===== src/rtl/tgs_pkg.sv =====
package tgs_pkg;
  typedef enum logic [1:0] {
    ST_IDLE  = 2'd0,
    ST_FETCH = 2'd1,
    ST_RUN   = 2'd2,
    ST_DONE  = 2'd3
  } seq_state_e;
endpackage


===== src/rtl/tgs_cmd_ram.sv =====
module tgs_cmd_ram #(
  parameter int WORD_W = 22,
  parameter int ADDR_W = 4
) (
  input  logic              clk,
  input  logic              we,
  input  logic [ADDR_W-1:0] waddr,
  input  logic [WORD_W-1:0] wdata,
  input  logic [ADDR_W-1:0] raddr,
  output logic [WORD_W-1:0] rdata
);
  localparam int DEPTH = 1 << ADDR_W;

  logic [WORD_W-1:0] mem [DEPTH];

  // read-first single-clock store, registered read for block RAM inference
  always_ff @(posedge clk) begin
    if (we) mem[waddr] <= wdata;
    rdata <= mem[raddr];
  end
endmodule


===== src/rtl/tgs_bank_sel.sv =====
module tgs_bank_sel (
  input  logic clk,
  input  logic rst,
  input  logic cycle_start,
  input  logic buf_sel,
  output logic act_q,
  output logic act_next
);
  always_comb act_next = cycle_start ? buf_sel : act_q;

  always_ff @(posedge clk) begin
    if (rst) act_q <= 1'b0;
    else     act_q <= act_next;
  end

  // the executing half only moves at a cycle boundary
  p_act_steady_r3: assert property (@(posedge clk) disable iff (rst)
    !cycle_start |=> $stable(act_q));

  // at a boundary the requested half becomes active
  p_act_follow_r3: assert property (@(posedge clk) disable iff (rst)
    cycle_start |=> (act_q == $past(buf_sel)));
endmodule


===== src/rtl/tgs_sequencer.sv =====
module tgs_sequencer
  import tgs_pkg::*;
#(
  parameter int PRIO_N  = 8,
  parameter int CNT_W   = 14,
  parameter int SLOTS   = 8,
  parameter int MIN_CNT = 16
) (
  input  logic                     clk,
  input  logic                     rst,
  input  logic                     en,
  input  logic                     cycle_start,
  input  logic                     tick,
  input  logic                     gig,
  input  logic [CNT_W-1:0]         cmd_cnt,
  input  logic [PRIO_N-1:0]        cmd_mask,
  output logic [$clog2(SLOTS)-1:0] rd_idx,
  output logic [PRIO_N-1:0]        gate
);
  localparam int IDX_W = $clog2(SLOTS);
  localparam logic [IDX_W-1:0] LAST_IDX = IDX_W'(SLOTS - 1);
  localparam logic [CNT_W-1:0] MIN_C    = CNT_W'(MIN_CNT);
  localparam logic [CNT_W-1:0] ONE_C    = CNT_W'(1);

  seq_state_e        st_q;
  logic [IDX_W-1:0]  idx_q;
  logic [CNT_W-1:0]  cnt_q;
  logic              half_q;
  logic [PRIO_N-1:0] seen_q;
  logic [PRIO_N-1:0] gate_q;

  logic              dec;
  logic              expire;
  logic [CNT_W-1:0]  cnt_load;

  // one decrement per tick at 10/100, per tick pair at gigabit
  always_comb dec    = tick && (!gig || half_q);
  always_comb expire = (st_q == ST_RUN) && dec && (cnt_q == ONE_C);
  always_comb cnt_load = (cmd_cnt < MIN_C) ? MIN_C : cmd_cnt;

  // address of the command to be present in the read register next cycle
  always_comb begin
    if (!en || cycle_start)               rd_idx = '0;
    else if (expire && idx_q != LAST_IDX) rd_idx = idx_q + 1'b1;
    else                                  rd_idx = idx_q;
  end

  always_ff @(posedge clk) begin
    if (rst) begin
      st_q   <= ST_IDLE;
      idx_q  <= '0;
      cnt_q  <= '0;
      half_q <= 1'b0;
      seen_q <= '0;
      gate_q <= '1;
    end else if (!en) begin
      st_q   <= ST_IDLE;
      idx_q  <= '0;
      gate_q <= '1;
    end else if (cycle_start) begin
      st_q   <= ST_FETCH;
      idx_q  <= '0;
      seen_q <= '0;
    end else begin
      case (st_q)
        ST_FETCH: begin
          if (cmd_cnt == '0) begin
            st_q   <= ST_DONE;
            gate_q <= ~seen_q;
          end else begin
            st_q   <= ST_RUN;
            cnt_q  <= cnt_load;
            gate_q <= cmd_mask;
            seen_q <= seen_q | cmd_mask;
            half_q <= 1'b0;
          end
        end
        ST_RUN: begin
          if (tick) half_q <= ~half_q;
          if (dec) begin
            if (cnt_q == ONE_C) begin
              if (idx_q == LAST_IDX) begin
                st_q   <= ST_DONE;
                gate_q <= ~seen_q;
              end else begin
                st_q  <= ST_FETCH;
                idx_q <= idx_q + 1'b1;
              end
            end else begin
              cnt_q <= cnt_q - ONE_C;
            end
          end
        end
        default: ;
      endcase
    end
  end

  always_comb gate = gate_q;

  // losing either enable opens every gate at the next edge
  p_open_when_off_r10: assert property (@(posedge clk) disable iff (rst)
    !en |=> (gate == '1));

  // a loaded nonzero duration is never shorter than the floor
  p_count_floor_r6: assert property (@(posedge clk) disable iff (rst)
    (en && !cycle_start && st_q == ST_FETCH && cmd_cnt != '0) |=> (cnt_q >= MIN_C));

  // without a decrement the running command is frozen
  p_hold_no_dec_r5: assert property (@(posedge clk) disable iff (rst)
    (en && !cycle_start && st_q == ST_RUN && !dec) |=> ($stable(cnt_q) && $stable(gate)));

  // the trailing mask is held until the next boundary
  p_trail_hold_r7: assert property (@(posedge clk) disable iff (rst)
    (en && !cycle_start && st_q == ST_DONE) |=> $stable(gate));

  // the trailing mask opens nothing that a timed command already opened
  p_trail_disjoint_r7: assert property (@(posedge clk) disable iff (rst)
    (st_q == ST_DONE) |-> ((gate & seen_q) == '0));
endmodule


===== src/rtl/tgs_gate_sched.sv =====
module tgs_gate_sched #(
  parameter int PRIO_N  = 8,
  parameter int CNT_W   = 14,
  parameter int SLOTS   = 8,
  parameter int MIN_CNT = 16,
  localparam int IDX_W  = $clog2(SLOTS),
  localparam int ADDR_W = IDX_W + 1,
  localparam int WORD_W = CNT_W + PRIO_N
) (
  input  logic              clk,
  input  logic              rst,
  input  logic              wr_en,
  input  logic [ADDR_W-1:0] wr_addr,
  input  logic [WORD_W-1:0] wr_data,
  input  logic              buf_sel,
  output logic              act_buf,
  input  logic              port_en,
  input  logic              glob_en,
  input  logic              cycle_start,
  input  logic              gig_mode,
  input  logic              unit_tick,
  output logic [PRIO_N-1:0] gate
);
  logic              en;
  logic              act_q;
  logic              act_next;
  logic [IDX_W-1:0]  rd_idx;
  logic [WORD_W-1:0] rd_word;

  always_comb en = port_en && glob_en;

  tgs_bank_sel u_bank (
    .clk         (clk),
    .rst         (rst),
    .cycle_start (cycle_start),
    .buf_sel     (buf_sel),
    .act_q       (act_q),
    .act_next    (act_next)
  );

  tgs_cmd_ram #(
    .WORD_W (WORD_W),
    .ADDR_W (ADDR_W)
  ) u_ram (
    .clk   (clk),
    .we    (wr_en),
    .waddr (wr_addr),
    .wdata (wr_data),
    .raddr ({act_next, rd_idx}),
    .rdata (rd_word)
  );

  tgs_sequencer #(
    .PRIO_N  (PRIO_N),
    .CNT_W   (CNT_W),
    .SLOTS   (SLOTS),
    .MIN_CNT (MIN_CNT)
  ) u_seq (
    .clk         (clk),
    .rst         (rst),
    .en          (en),
    .cycle_start (cycle_start),
    .tick        (unit_tick),
    .gig         (gig_mode),
    .cmd_cnt     (rd_word[WORD_W-1:PRIO_N]),
    .cmd_mask    (rd_word[PRIO_N-1:0]),
    .rd_idx      (rd_idx),
    .gate        (gate)
  );

  always_comb act_buf = act_q;
endmodule


===== config.mk =====
export PLATFORM = sky130hd
export DESIGN_NAME = tgs_gate_sched
export DESIGN_NICKNAME = d
export VERILOG_FILES = /design/src/rtl/tgs_pkg.sv /design/src/rtl/tgs_cmd_ram.sv /design/src/rtl/tgs_bank_sel.sv /design/src/rtl/tgs_sequencer.sv /design/src/rtl/tgs_gate_sched.sv
export SDC_FILE = /design/constraint.sdc
export NUM_CORES = 1
export LEC_CHECK = 0
export BUFFER_PORTS_ARGS = -buffer_cell sky130_fd_sc_hd__buf_2
export CORE_MARGIN = 8
export CORE_UTILIZATION = 60
export CTS_CLUSTER_SIZE = 24
export DETAILED_ROUTE_END_ITERATION = 8
export GPL_TIMING_DRIVEN = 0
export PLACE_DENSITY = 0.77
export SETUP_SLACK_MARGIN = 0.15
export SYNTH_ARGS = -nofsm -noshare
export SYNTH_HDL_FRONTEND = slang
export SYNTH_SLANG_ARGS = --single-unit
export TNS_END_PERCENT = 50

===== constraint.sdc =====
create_clock -name clk -period 3.2 [get_ports clk]
set_input_delay 0.16 -clock clk [delete_from_list [all_inputs] [get_ports clk]]
set_output_delay 0.16 -clock clk [all_outputs]
set_load 0.01 [all_outputs]

==> results of run 1 <==
[cell usage in the layout, fill, tap and decap left out, drive strengths merged, types with 4 or more instances in the layout]
cell / netlist / layout
nand2b: 4 / 4
a21oi: 32 / 32
nor3: 13 / 13
nor4: 8 / 8
or4: 24 / 24
a211oi: 9 / 9
and3: 4 / 4
clkbuf: 30 / 84
a21boi: 5 / 5
mux2i: 112 / 112
a31oi: 4 / 4
nand3: 10 / 10
mux2: 65 / 65
buf: 21 / 85
o22ai: 44 / 44
dlygate4sd3: 0 / 7
edfxtp: 352 / 352
a22oi: 5 / 5
nor2: 51 / 51
a22o: 23 / 23
o211ai: 10 / 10
dfxtp: 59 / 59
o21ai: 22 / 22
clkinv: 0 / 19
ha: 6 / 6
inv: 7 / 7
o2bb2ai: 22 / 22
nand2: 29 / 29
[Yosys cell counts, types with 2 or more instances]
master,number,area share (%)
dfxtp_1,59,7.3
o22ai_1,44,1.7
and3_1,4,0.15
o211ai_1,9,0.42
mux2_4,17,1.6
buf_2,8,0.25
a22o_1,23,1.2
nand2_1,28,0.65
nand2b_1,4,0.15
a22oi_1,5,0.23
buf_4,6,0.28
nand3_1,10,0.31
a21boi_0,5,0.23
o21ai_1,3,0.093
mux2_1,13,0.90
clkbuf_1,30,0.69
o2bb2ai_1,22,1.2
edfxtp_1,352,65
nor2_1,51,1.2
nand4_1,3,0.12
a21oi_1,32,0.99
mux2i_1,112,6.9
or3_1,3,0.12
and4b_1,2,0.12
inv_1,7,0.16
buf_6,7,0.49
nor2b_1,2,0.077
nor4_1,6,0.23
o21ai_0,19,0.59
a211oi_1,9,0.42
mux2_2,35,2.4
nor3_1,13,0.40
ha_1,6,0.46
nand3b_1,2,0.093
a211o_1,2,0.11
or4_1,24,1.1
a31oi_1,4,0.15
[metrics by stage]
| step | util (%) | setup slack, ns | TNS [ns] | hold slack (ns) |
|---|---|---|---|---|
| floorplan | - | 0.3614 | 0 | 0.2589 |
| global placement | 63.04 | -1.239 | -85.08 | 0.4476 |
| detailed placement | 63.93 | -0.4880 | -7.820 | 0.4562 |
| CTS | 69.61 | 0.1027 | 0 | 0.0007663 |
| global route | 70.20 | 0.02047 | 0 | 0.01206 |
| finish | 70.21 | 0.09610 | 0 | 0.01417 |
[metal layers]
layer | vias up | global-route usage, % | share of wire [%]
met4 | 0 | 5.952 | 2.1
met5 | - | 0 | 0
li1 | 4202 | - | -
met3 | 63 | 4.395 | 8.7
met2 | 457 | 35.15 | 47
met1 | 4702 | 29.97 | 42
[report_power, final]
group	internal, mW	total (mW)	switching (mW)	leakage [nW]
Combinational	0.114	0.335	0.221	1.87
Clock	2.57	4.46	1.89	0.625
Sequential	5.93	5.97	0.0425	3.67
[what timing repair did]
action                     4_1_cts  5_1_grt
hold endpoints to repair        85        0
cloned                           0        1
hold buffers                     7        0
setup endpoints to repair       22       22
pin swaps                        4       12
resized for setup               46       30
setup buffers                    7        5
[sequential cells by signal, summed over array words and instances (netlist names)]
register / cells
u_ram.mem: 352
u_seq.st_q: 2
u_ram.rdata: 22
u_seq.half_q: 1
u_seq.idx_q: 3
u_seq.seen_q: 8
u_seq.gate: 8
u_seq.cnt_q: 14
u_bank.act_q: 1
[final timing paths]
check | start | to | depth (start not counted)
hold reg to reg | u_seq.seen_q[0] | u_seq.seen_q[0] | 2
setup / recovery | u_seq.cnt_q[9] | u_ram.rdata[5] | 10
hold / removal | wr_data[11] | u_ram.mem[12][11] | 1
setup reg to reg | u_seq.cnt_q[9] | u_ram.rdata[5] | 10
[kinds of logic after synthesis]
family                   count (synthesis)  share of synthesized area (%)
buffers and inverters                   58                          1.868
AO/OA/AOI/OAI                          186                          7.888
multiplexers                           177                          11.82
AND/OR/NAND/NOR                        162                          5.465
adder cells (fa/ha/maj)                  6                         0.4631
flip-flops                             411                          72.49
[worst reg2reg max path, delay by kind of cell (launching register included)]
family | cells | cell delay [ns]
multiplexers | 1 | 0.30
buffers and inverters | 3 | 0.47
AND/OR/NAND/NOR | 5 | 1.65
AO/OA/AOI/OAI | 1 | 0.23
flip-flops | 1 | 0.32
[layout make-up]
| type | count | area share [%] |
|---|---|---|
| antenna | 1 | 0.01334 |
| buffer | 51 | 2.287 |
| clock buffer | 53 | 6.035 |
| clock inverter | 20 | 0.6668 |
| inverter | 7 | 0.1400 |
| multi-input combinational | 531 | 23.04 |
| sequential | 411 | 62.64 |
| tap | 341 | 2.274 |
| timing repair buffer | 72 | 2.907 |
==> impl_metrics.csv, run 1 <==
group,metric,value,unit
final_layout,ff_latch_area,11750,um2
setup_path,end_kind,"register",
timing,hold_viol,0,
final_layout,multi_input_area,4323,um2
clock_tree,numCtsBuffers,40,
floorplan,io_pins,44,
clock_tree,cts_tree,"yes",
logic_synthesis,synthDistinctLibCells,56,
timing,worst_pin_slew,0.9761,ns
setup_path,startpoint_type,"register",
detailed_routing,drt-total-wl,36540,um
detailed_routing,antenna_left,0,
logic_synthesis,synth-seq-area-share,72.49,%
setup_path,r2r_slack,0.1,ns
final_layout,nFillCells,1675,
timing,min_period,3.104,ns
clock_tree,clkLatencyLatePin,0.53,ns
detailed_routing,route.detailed.drc,0,
hold_path,hold_class,"in -> reg",
final_layout,postLayoutCellArea,18760,um2
final_layout,syn2layout_area_growth,15.75,%
timing,relSlewSlack,34.77,%
placement,post_dp_cell_area,17090,um2
placement,numPortBuffers,42,
global_routing,antenna_found_initial,0,
logic_synthesis,synth_area,16210,um2
logic_synthesis,yosys_warnings,0,
logic_synthesis,synthCells,1000,
detailed_routing,firstDrtPassIters,5,
logic_synthesis,avgSynthCellArea,16.21,um2
global_routing,overflow,0,
detailed_routing,wl_per_cell,24.57,um
power_and_ir_drop,p_total,10.77,mW
setup_path,crit_type,"reg -> reg",
floorplan,die_width,180.4,um
setup_path,crit_required,3.59,ns
setup_path,cp_top_family,"simple AND/OR/NAND/NOR gates",
timing,period_share,97.00,%
setup_path,crit_fanout,6,
setup_path,slowest_stage,"or4_4",
timing,rsz0062_at_grt,"yes",
global_routing,grt_pass1_wl,54390,um
logic_synthesis,ys_ff_latch,411,
final_layout,fin_nets,1155,
job,drv_cap,0,
logic_synthesis,synth_nets,1041,
setup_path,worst_path_largest_cell_delay,0.51,ns
detailed_routing,drtIter0Drc,1074,
floorplan,initial_core_util,60.66,%
detailed_routing,vias,9424,
logic_synthesis,synth_flop_cell,"edfxtp_1",
global_routing,first_global_vias,9272,
clock_tree,clkSlewWorstSetupHoldPaths,0.06,ns
global_routing,track_usage,21.81,%
timing,finalSetupViolations,0,
run_status,status,"completed",
final_layout,drive_above_1_share,21.75,%
detailed_routing,avgViaCountPerCell,6.338,
timing,finalMaxSlewViolations,0,
timing,clock_skew,0.01861,ns
power_and_ir_drop,worst_ir_drop_vdd,0.4447,mV
clock_tree,htree_num_levels,2,
setup_path,cp_cell_sequence,"buf_6 > nor4_4 > and4b_1 > nand4_1 > nand2_4 > buf_8 > clkbuf_16 > mux2_4 > a22o_1 > or4_4",
floorplan,die_h,180.4,um
floorplan,fp.coreArea,26730,um2
placement,place_congestion,0.8864,
placement,placed_cells,1393,
clock_tree,cts_sinks,411,
setup_path,arrival,3.49,ns
final_layout,stdcell_count,1487,
floorplan,num_rows,60,
global_routing,grt_max_degree,23,
power_and_ir_drop,leakagePower,6.155,nW
power_and_ir_drop,cellPowerDensity,573.9,nW/um2
clock_tree,cts-root-buf,"clkbuf_16",
logic_synthesis,synth_edf_count,352,
timing,fmax,322.2,MHz
logic_synthesis,synthArstFlopShare,0,%
placement,dp_hpwl,22380,um
floorplan,dieArea,32530,um2
clock_tree,cts_max_path_buffers,3,
setup_path,crit_buf_inv,3,
No activity file was read; power rests on OpenSTA's default activity.
==> run 2, diff against run 1 <==
--- a/config.mk
+++ b/config.mk
@@ -6,14 +6,14 @@
 export NUM_CORES = 1
 export LEC_CHECK = 0
 export BUFFER_PORTS_ARGS = -buffer_cell sky130_fd_sc_hd__buf_2
-export CORE_MARGIN = 8
-export CORE_UTILIZATION = 60
+export CORE_UTILIZATION = 56
 export CTS_CLUSTER_SIZE = 24
 export DETAILED_ROUTE_END_ITERATION = 8
 export GPL_TIMING_DRIVEN = 0
-export PLACE_DENSITY = 0.77
+export PLACE_DENSITY = 0.76
 export SETUP_SLACK_MARGIN = 0.15
 export SYNTH_ARGS = -nofsm -noshare
 export SYNTH_HDL_FRONTEND = slang
+export SYNTH_HIERARCHICAL = 1
 export SYNTH_SLANG_ARGS = --single-unit
 export TNS_END_PERCENT = 50
==> constraint.sdc (replaced) <==
create_clock -name clk -period 2.7 [get_ports clk]
set_input_delay 0.135 -clock clk [delete_from_list [all_inputs] [get_ports clk]]
set_output_delay 0.135 -clock clk [all_outputs]
set_load 0.01 [all_outputs]
==> run 2 against run 1 <==
  * The run now ends with setup timing left
  * Non-clock buffer count up 22
  * Cell area rose by 0.97%
  * Worst setup slack lost 0.37 ns
  * Synthesized cell count down 17%
  * Sequential power grew 19%
  * Count of clock-buffer cells in the layout grew 9
  * Highest routed layer unchanged
==> impl_metrics.csv, run 2 <==
group,metric,value,unit
timing,finalMaxSlewViolations,0,
timing,tns,-4.174,ns
final_layout,final_cell_mix,"edfxtp_1 (352), mux4_2 (88), dfxtp_1 (54), buf_2 (46), clkbuf_16 (43)",
placement,place_congestion,0.8269,
final_layout,largest_reg_flops,352,
clock_tree,clkSlewWorstSetupHoldPaths,0.06,ns
logic_synthesis,ys_ff_latch,411,
global_routing,first_global_vias,8476,
global_routing,track_usage,24.84,%
floorplan,die_h,170.6,um
timing,clock_skew,0.01677,ns
detailed_routing,firstDrtPassIters,5,
logic_synthesis,synthCells,830,
setup_path,r2r-end,"u_ram/rdata[13]",
clock_tree,cts_max_path_buffers,3,
setup_path,crit_required,3.09,ns
placement,dp_hpwl,19690,um
clock_tree,numCtsBuffers,41,
timing,fmax,336.1,MHz
logic_synthesis,synth_nets,869,
placement,placed_cells,1260,
timing,relSlewSlack,32.65,%
logic_synthesis,synth_common_cells,"edfxtp_1 (352), mux4_2 (88), dfxtp_1 (59)",
hold_path,worstHoldStart,"wr_data[5]",
hold_path,hold_class,"in -> reg",
final_layout,postLayoutCellArea,18950,um2
final_layout,stdcell_count,1384,
setup_path,crit_fanout,10,
clock_tree,cts_tree,"yes",
timing,finalSetupViolations,22,
detailed_routing,route.detailed.drc,0,
logic_synthesis,synth.area.top_cells,"edfxtp_1 (66%), mux4_2 (12%), dfxtp_1 (7.4%)",
hold_path,hold_end,"u_ram/mem[0][5]",
final_layout,antennaDiodeCount,0,
placement,post_dp_cell_area,16850,um2
setup_path,startpoint_type,"register",
job,drv_cap,0,
detailed_routing,avgViaCountPerCell,6.264,
floorplan,num_rows,61,
power_and_ir_drop,p_total,13.03,mW
floorplan,fp.coreArea,27860,um2
setup_path,r2r_cells,14,
setup_path,reg2reg_from,"u_seq/cnt_q[1]",
logic_synthesis,synth_top_area_share,66.40,%
detailed_routing,drt-total-wl,36520,um
timing,hold_viol,0,
setup_path,arrival,3.37,ns
timing,period_share,110.2,%
timing,rsz0062_at_grt,"yes",
logic_synthesis,synth_flop_cell,"edfxtp_1",
setup_path,crit_buf_inv,5,
final_layout,syn2layout_area_growth,19.01,%
floorplan,io_pins,44,
final_layout,fin_nets,1013,
detailed_routing,drtIter0Drc,1086,
final_layout,reg.largest.list,"u_ram/mem: 352 flops, u_ram/rdata: 22 flops, u_seq/cnt_q: 14 flops",
detailed_routing,wl_per_cell,26.38,um
setup_path,cp_top_family,"simple AND/OR/NAND/NOR gates",
logic_synthesis,synthDistinctLibCells,59,
clock_tree,cts-root-buf,"clkbuf_16",
global_routing,grt_pass1_wl,51470,um
global_routing,antenna_found_initial,1,
setup_path,crit_top_cell,"buf_6",
logic_synthesis,yosys_warnings,6,
logic_synthesis,yosys.area.top_type,"edfxtp_1",
detailed_routing,antenna_left,0,
power_and_ir_drop,leakagePower,6.116,nW
timing,worst_pin_slew,1.008,ns
logic_synthesis,synth_edf_count,352,
setup_path,worst_path_largest_cell_delay,0.55,ns
run_status,status,"complete, but fails checks",
setup_path,end_kind,"register",
detailed_routing,vias,8670,
setup_path,slowest_stage,"mux4_2",
timing,worst_slack,-0.2751,ns
clock_tree,htree_num_levels,2,
placement,numPortBuffers,43,
floorplan,dieArea,29100,um2
global_routing,overflow,0,
final_layout,drive_above_1_share,33.90,%
setup_path,crit_type,"reg -> reg",
timing,min_period,2.975,ns
logic_synthesis,synth-seq-area-share,73.82,%
global_routing,grt_max_degree,23,
clock_tree,cts_sinks,411,
floorplan,die_width,170.6,um
hold_path,hold_path_depth,1,
setup_path,r2r_slack,-0.28,ns
power_and_ir_drop,cellPowerDensity,687.8,nW/um2
logic_synthesis,synth_area,15920,um2
final_layout,regMostFlops,"u_ram/mem",
power_and_ir_drop,worst_ir_drop_vdd,0.4716,mV
floorplan,initial_core_util,57.14,%
logic_synthesis,avgSynthCellArea,19.18,um2
logic_synthesis,synth_most_common_cell,"edfxtp_1",
run_status,failed_checks,"setup timing",
setup_path,cp_cell_sequence,"inv_2 > ha_4 > nor4b_4 > nand4_1 > buf_6 > nor3_4 > xnor2_2 > nor2_1 > buf_6 > buf_4 > buf_12 > mux4_2 > a22oi_2 > nand2_2",
logic_synthesis,synthArstFlopShare,0,%
clock_tree,clkLatencyLatePin,0.53,ns
final_layout,final_common_cell,"edfxtp_1",
placement,pre_cts_slack,-0.6801,ns
run 2: cell count changes after synthesis, sizes merged, moves of 24 or more:
cell   change
o22ai     -43
a22oi     +39
mux2      -64
mux2i    -110
or4       -24
mux4      +88
run 2: layout make-up:
type                       count  area, um2
clock buffer                  62       1115
tap                          378      473.0
fill                        1718       8912
inverter                       6      22.52
multi-input combinational    369       4095
sequential                   411      11760
buffer                        44      441.7
timing repair buffer         101      864.6
clock inverter                13      173.9
run 2: what timing repair did:
item | CTS | global route
endpoints found under the setup margin | 22 | 22
pin swaps | 12 | 18
resized for setup | 64 | 26
cloned | 1 | 2
setup buffers | 17 | 7
hold endpoints to repair | 320 | 0
hold buffers | 22 | 0
run 2: layer usage:
metal / vias up / global-route usage, % / wire length, um
li1: 3676 / - / -
met1: 4458 / 35.74 / 14230
met2: 475 / 38.78 / 18150
met3: 61 / 4.464 / 3264
met4: 0 / 8.461 / 871
met5: - / 0 / 0
run 2: worst max path at each step:
stage,startpoint,end,depth (start not counted)
after floorplan,wr_addr[2],u_ram/mem[0][0],2
after global placement,wr_addr[2],u_ram/mem[8][1],3
after detailed placement,u_seq/cnt_q[4],u_ram/rdata[7],10
after CTS,u_seq/cnt_q[1],u_ram/rdata[17],15
after global routing,u_seq/cnt_q[1],u_ram/rdata[13],14
final,u_seq/cnt_q[1],u_ram/rdata[13],14
run 2: logic make-up (layout without fill, tap and decap cells):
group,Yosys count,count (layout),share of synthesized area [%]
xor+xnor,9,9,0.4952
compound gates,112,112,5.730
buf+inv,50,226,1.878
simple gates,153,153,5.093
mux,91,91,12.67
flops,411,411,73.82
fa+ha+maj,4,4,0.3144
run 2: stage by stage:
stage / hold WS, ns / util [%]
floorplan: 0.1993 / -
finish: 0.01647 / 68.01
detailed placement: 0.3335 / 60.49
CTS: 0.001393 / 67.21
global route: -0.004177 / 68.01
global placement: 0.3344 / 59.71
run 2: power by group:
part | switching (mW) | internal [mW]
logic | 0.273 | 0.152
clock network | 2.28 | 3.25
registers | 0.0568 | 7.03
run 2: worst reg2reg max path, cell delays in order (launching register included):
cell and delay (ns):
dfxtp_2 0.33, inv_2 0.07, ha_4 0.11, nor4b_4 0.20, nand4_1 0.15, buf_6 0.17
nor3_4 0.18, xnor2_2 0.11, nor2_1 0.12, buf_6 0.19, buf_4 0.15, buf_12 0.15
mux4_2 0.57, a22oi_2 0.22, nand2_2 0.13
==> run 3, diff against run 2 <==
==> constraint.sdc (replaced) <==
create_clock -name clk -period 2.7 [get_ports clk]
set_input_delay 0.405 -clock clk [delete_from_list [all_inputs] [get_ports clk]]
set_output_delay 0.405 -clock clk [all_outputs]
set_load 0.01 [all_outputs]
==> run 3 against run 2 <==
  * Cell count fell by 1.7%
  * The flow still finishes with violations (setup timing)
  * Register-to-register slack gained 0.06 ns
  * Fmax rose by 2.0%
  * Largest cell class unchanged
  * Cell area is 1.5% lower
  * Core utilization shrank 1.0 points
  * Global-route usage increased by 0.084 points
  * Non-clock buffer count down 19
  * First-iteration DRC count is 5.0% lower
  * Worst setup slack better by 0.059 ns
  * Sequential power about the same
  * Wire length fell by 4.0%
==> impl_metrics.csv, run 3 (synthesis gave the netlist of run 2 again) <==
group,metric,value,unit
run_status,status,"complete, but fails checks",
run_status,failed_checks,"setup timing",
setup_path,crit_type,"reg -> reg",
floorplan,fp.coreArea,27860,um2
setup_path,arrival,3.32,ns
clock_tree,cts_sinks,411,
final_layout,largest_reg_flops,352,
timing,min_period,2.916,ns
power_and_ir_drop,worst_ir_drop_vdd,0.5572,mV
setup_path,startpoint_type,"register",
clock_tree,cts_max_path_buffers,3,
timing,finalMaxSlewViolations,0,
job,drv_cap,0,
setup_path,crit_required,3.10,ns
power_and_ir_drop,leakagePower,6.026,nW
setup_path,r2r_cells,15,
setup_path,r2r_slack,-0.22,ns
final_layout,nFillCells,1755,
final_layout,regMostFlops,"u_ram/mem",
final_layout,final_util,66.98,%
detailed_routing,drtIter0Drc,1032,
detailed_routing,antenna_left,0,
final_layout,final_cell_mix,"edfxtp_1 (352), mux4_2 (88), dfxtp_1 (56), buf_2 (49), clkbuf_16 (43)",
detailed_routing,avgViaCountPerCell,6.310,
clock_tree,numCtsBuffers,42,
clock_tree,cts_tree,"yes",
detailed_routing,firstDrtPassIters,5,
final_layout,fin_nets,995,
setup_path,cp_cell_sequence,"inv_2 > ha_4 > nor4b_4 > nand4_1 > buf_6 > nor3_4 > buf_4 > mux2i_2 > nor2_1 > buf_4 > buf_8 > buf_6 > mux4_2 > a22oi_2 > nand2_2",
detailed_routing,vias,8588,
hold_path,hold_class,"in -> reg",
clock_tree,cts_hold_buf,0,
final_layout,syn2layout_area_growth,17.22,%
floorplan,initial_core_util,57.14,%
clock_tree,clkLatencyLatePin,0.55,ns
setup_path,reg2reg_from,"u_seq/cnt_q[1]",
clock_tree,htree_num_levels,2,
timing,relSlewSlack,31.76,%
setup_path,end_kind,"register",
global_routing,grt_max_degree,23,
timing,worst_slack,-0.2158,ns
power_and_ir_drop,cellPowerDensity,694.1,nW/um2
final_layout,reg.largest.list,"u_ram/mem: 352 flops, u_ram/rdata: 22 flops, u_seq/cnt_q: 14 flops",
placement,place_congestion,0.8211,
placement,post_dp_cell_area,16860,um2
hold_path,hold_end,"u_bank/act_q",
setup_path,slowest_stage,"dfxtp_2",
setup_path,crit_fanout,10,
timing,clock_skew,0.02270,ns
placement,numPortBuffers,43,
timing,worst_pin_slew,1.021,ns
clock_tree,clkSlewWorstSetupHoldPaths,0.06,ns
timing,period_share,108.0,%
floorplan,io_pins,44,
floorplan,die_width,170.6,um
placement,dp_hpwl,19850,um
timing,rsz0062_at_grt,"yes",
floorplan,num_rows,61,
global_routing,antenna_found_initial,0,
detailed_routing,wl_per_cell,25.76,um
final_layout,antennaDiodeCount,0,
timing,fmax,343.0,MHz
timing,hold_ws,0.06471,ns
floorplan,die_h,170.6,um
global_routing,grt_pass1_wl,51600,um
detailed_routing,drt-total-wl,35070,um
global_routing,first_global_vias,8502,
hold_path,worstHoldStart,"rst",
detailed_routing,route.detailed.drc,0,
hold_path,hold_path_depth,2,
timing,finalSetupViolations,26,
clock_tree,cts-root-buf,"clkbuf_16",
final_layout,final_common_cell,"edfxtp_1",
final_layout,drive_above_1_share,34.59,%
global_routing,overflow,0,
global_routing,track_usage,24.93,%
setup_path,r2r-end,"u_ram/rdata[13]",
setup_path,worst_path_largest_cell_delay,0.32,ns
final_layout,postLayoutCellArea,18660,um2
timing,tns,-3.590,ns
floorplan,dieArea,29100,um2
timing,hold_viol,0,
==> run 3: changes by cell type in the layout (fill, tap and decap cells not counted), moves of 4 or more <==
cell           previous run  this run
a22oi_1                  13        17
buf_4                    24        29
clkbuf_1                 28        15
clkinv_1                  2         7
dlygate4sd3_1            22         0
a22oi_2                  31        27
==> run 3: area by class of cell <==
| class | instances | area, um2 | share of cell area, % |
|---|---|---|---|
| Sequential cell | 411 | 11760 | 63.01 |
| Clock buffer | 53 | 1144 | 6.128 |
| Timing Repair Buffer | 82 | 626.9 | 3.359 |
| Inverter | 6 | 22.52 | 0.1207 |
| Multi-Input combinational cell | 369 | 4081 | 21.87 |
| Clock inverter | 18 | 158.9 | 0.8515 |
| Tap cell | 378 | 473.0 | 2.535 |
| Buffer | 44 | 396.6 | 2.126 |
==> run 3: what timing repair did <==
action	4_1_cts	5_1_grt
setup buffers	25	5
setup endpoints to repair	22	29
pin swaps	15	17
gates resized for setup	61	18
gates cloned	1	0
==> run 3: worst max-delay path by stage <==
stage                    from                to  slack (ns)
5_1_grt        u_seq/cnt_q[1]   u_ram/rdata[16]       -0.33
3_3_place_gp       wr_addr[2]  u_ram/mem[8][19]       -1.98
4_1_cts        u_seq/cnt_q[1]   u_ram/rdata[17]       -0.26
6_report       u_seq/cnt_q[1]   u_ram/rdata[13]       -0.22
2_1_floorplan      wr_addr[2]   u_ram/mem[8][0]        0.12
3_5_place_dp   u_seq/cnt_q[4]   u_ram/rdata[13]       -0.72
==> run 3: stage by stage <==
| step | total power [mW] | worst slack, ns | std cells |
|---|---|---|---|
| after floorplan | 7.382 | 0.1186 | 830 |
| after global placement | 7.556 | -1.976 | 1251 |
| after detailed placement | 7.590 | -0.7189 | 1259 |
| after CTS | 13.03 | -0.2645 | 1356 |
| after global routing | 13.33 | -0.3298 | 1361 |
| final | 12.95 | -0.2158 | 1361 |
==> run 3: worst max-delay path: cells and delay by family, from the launching register on <==
kind	cells	cell delay, ns
AOI/OAI and AO/OA	1	0.19
adders and majority gates	1	0.11
buffers and inverters	6	0.92
DFF	1	0.32
muxes	2	0.53
and+or+nand+nor	5	0.71
==> run 3: power by group <==
group	total [mW]	internal, mW	switching (mW)	leakage, nW
sequential	7.08	7.03	0.0545	3.67
clock	5.47	3.18	2.29	0.633
combinational	0.397	0.132	0.265	1.73
==> run 3: routing by layer <==
| layer | GRT usage [%] | share of wire [%] |
|---|---|---|
| met1 | 34.30 | 40 |
| met2 | 40.32 | 49 |
| met3 | 4.858 | 8.6 |
| met4 | 8.343 | 2.7 |
| met5 | 0 | 0 |
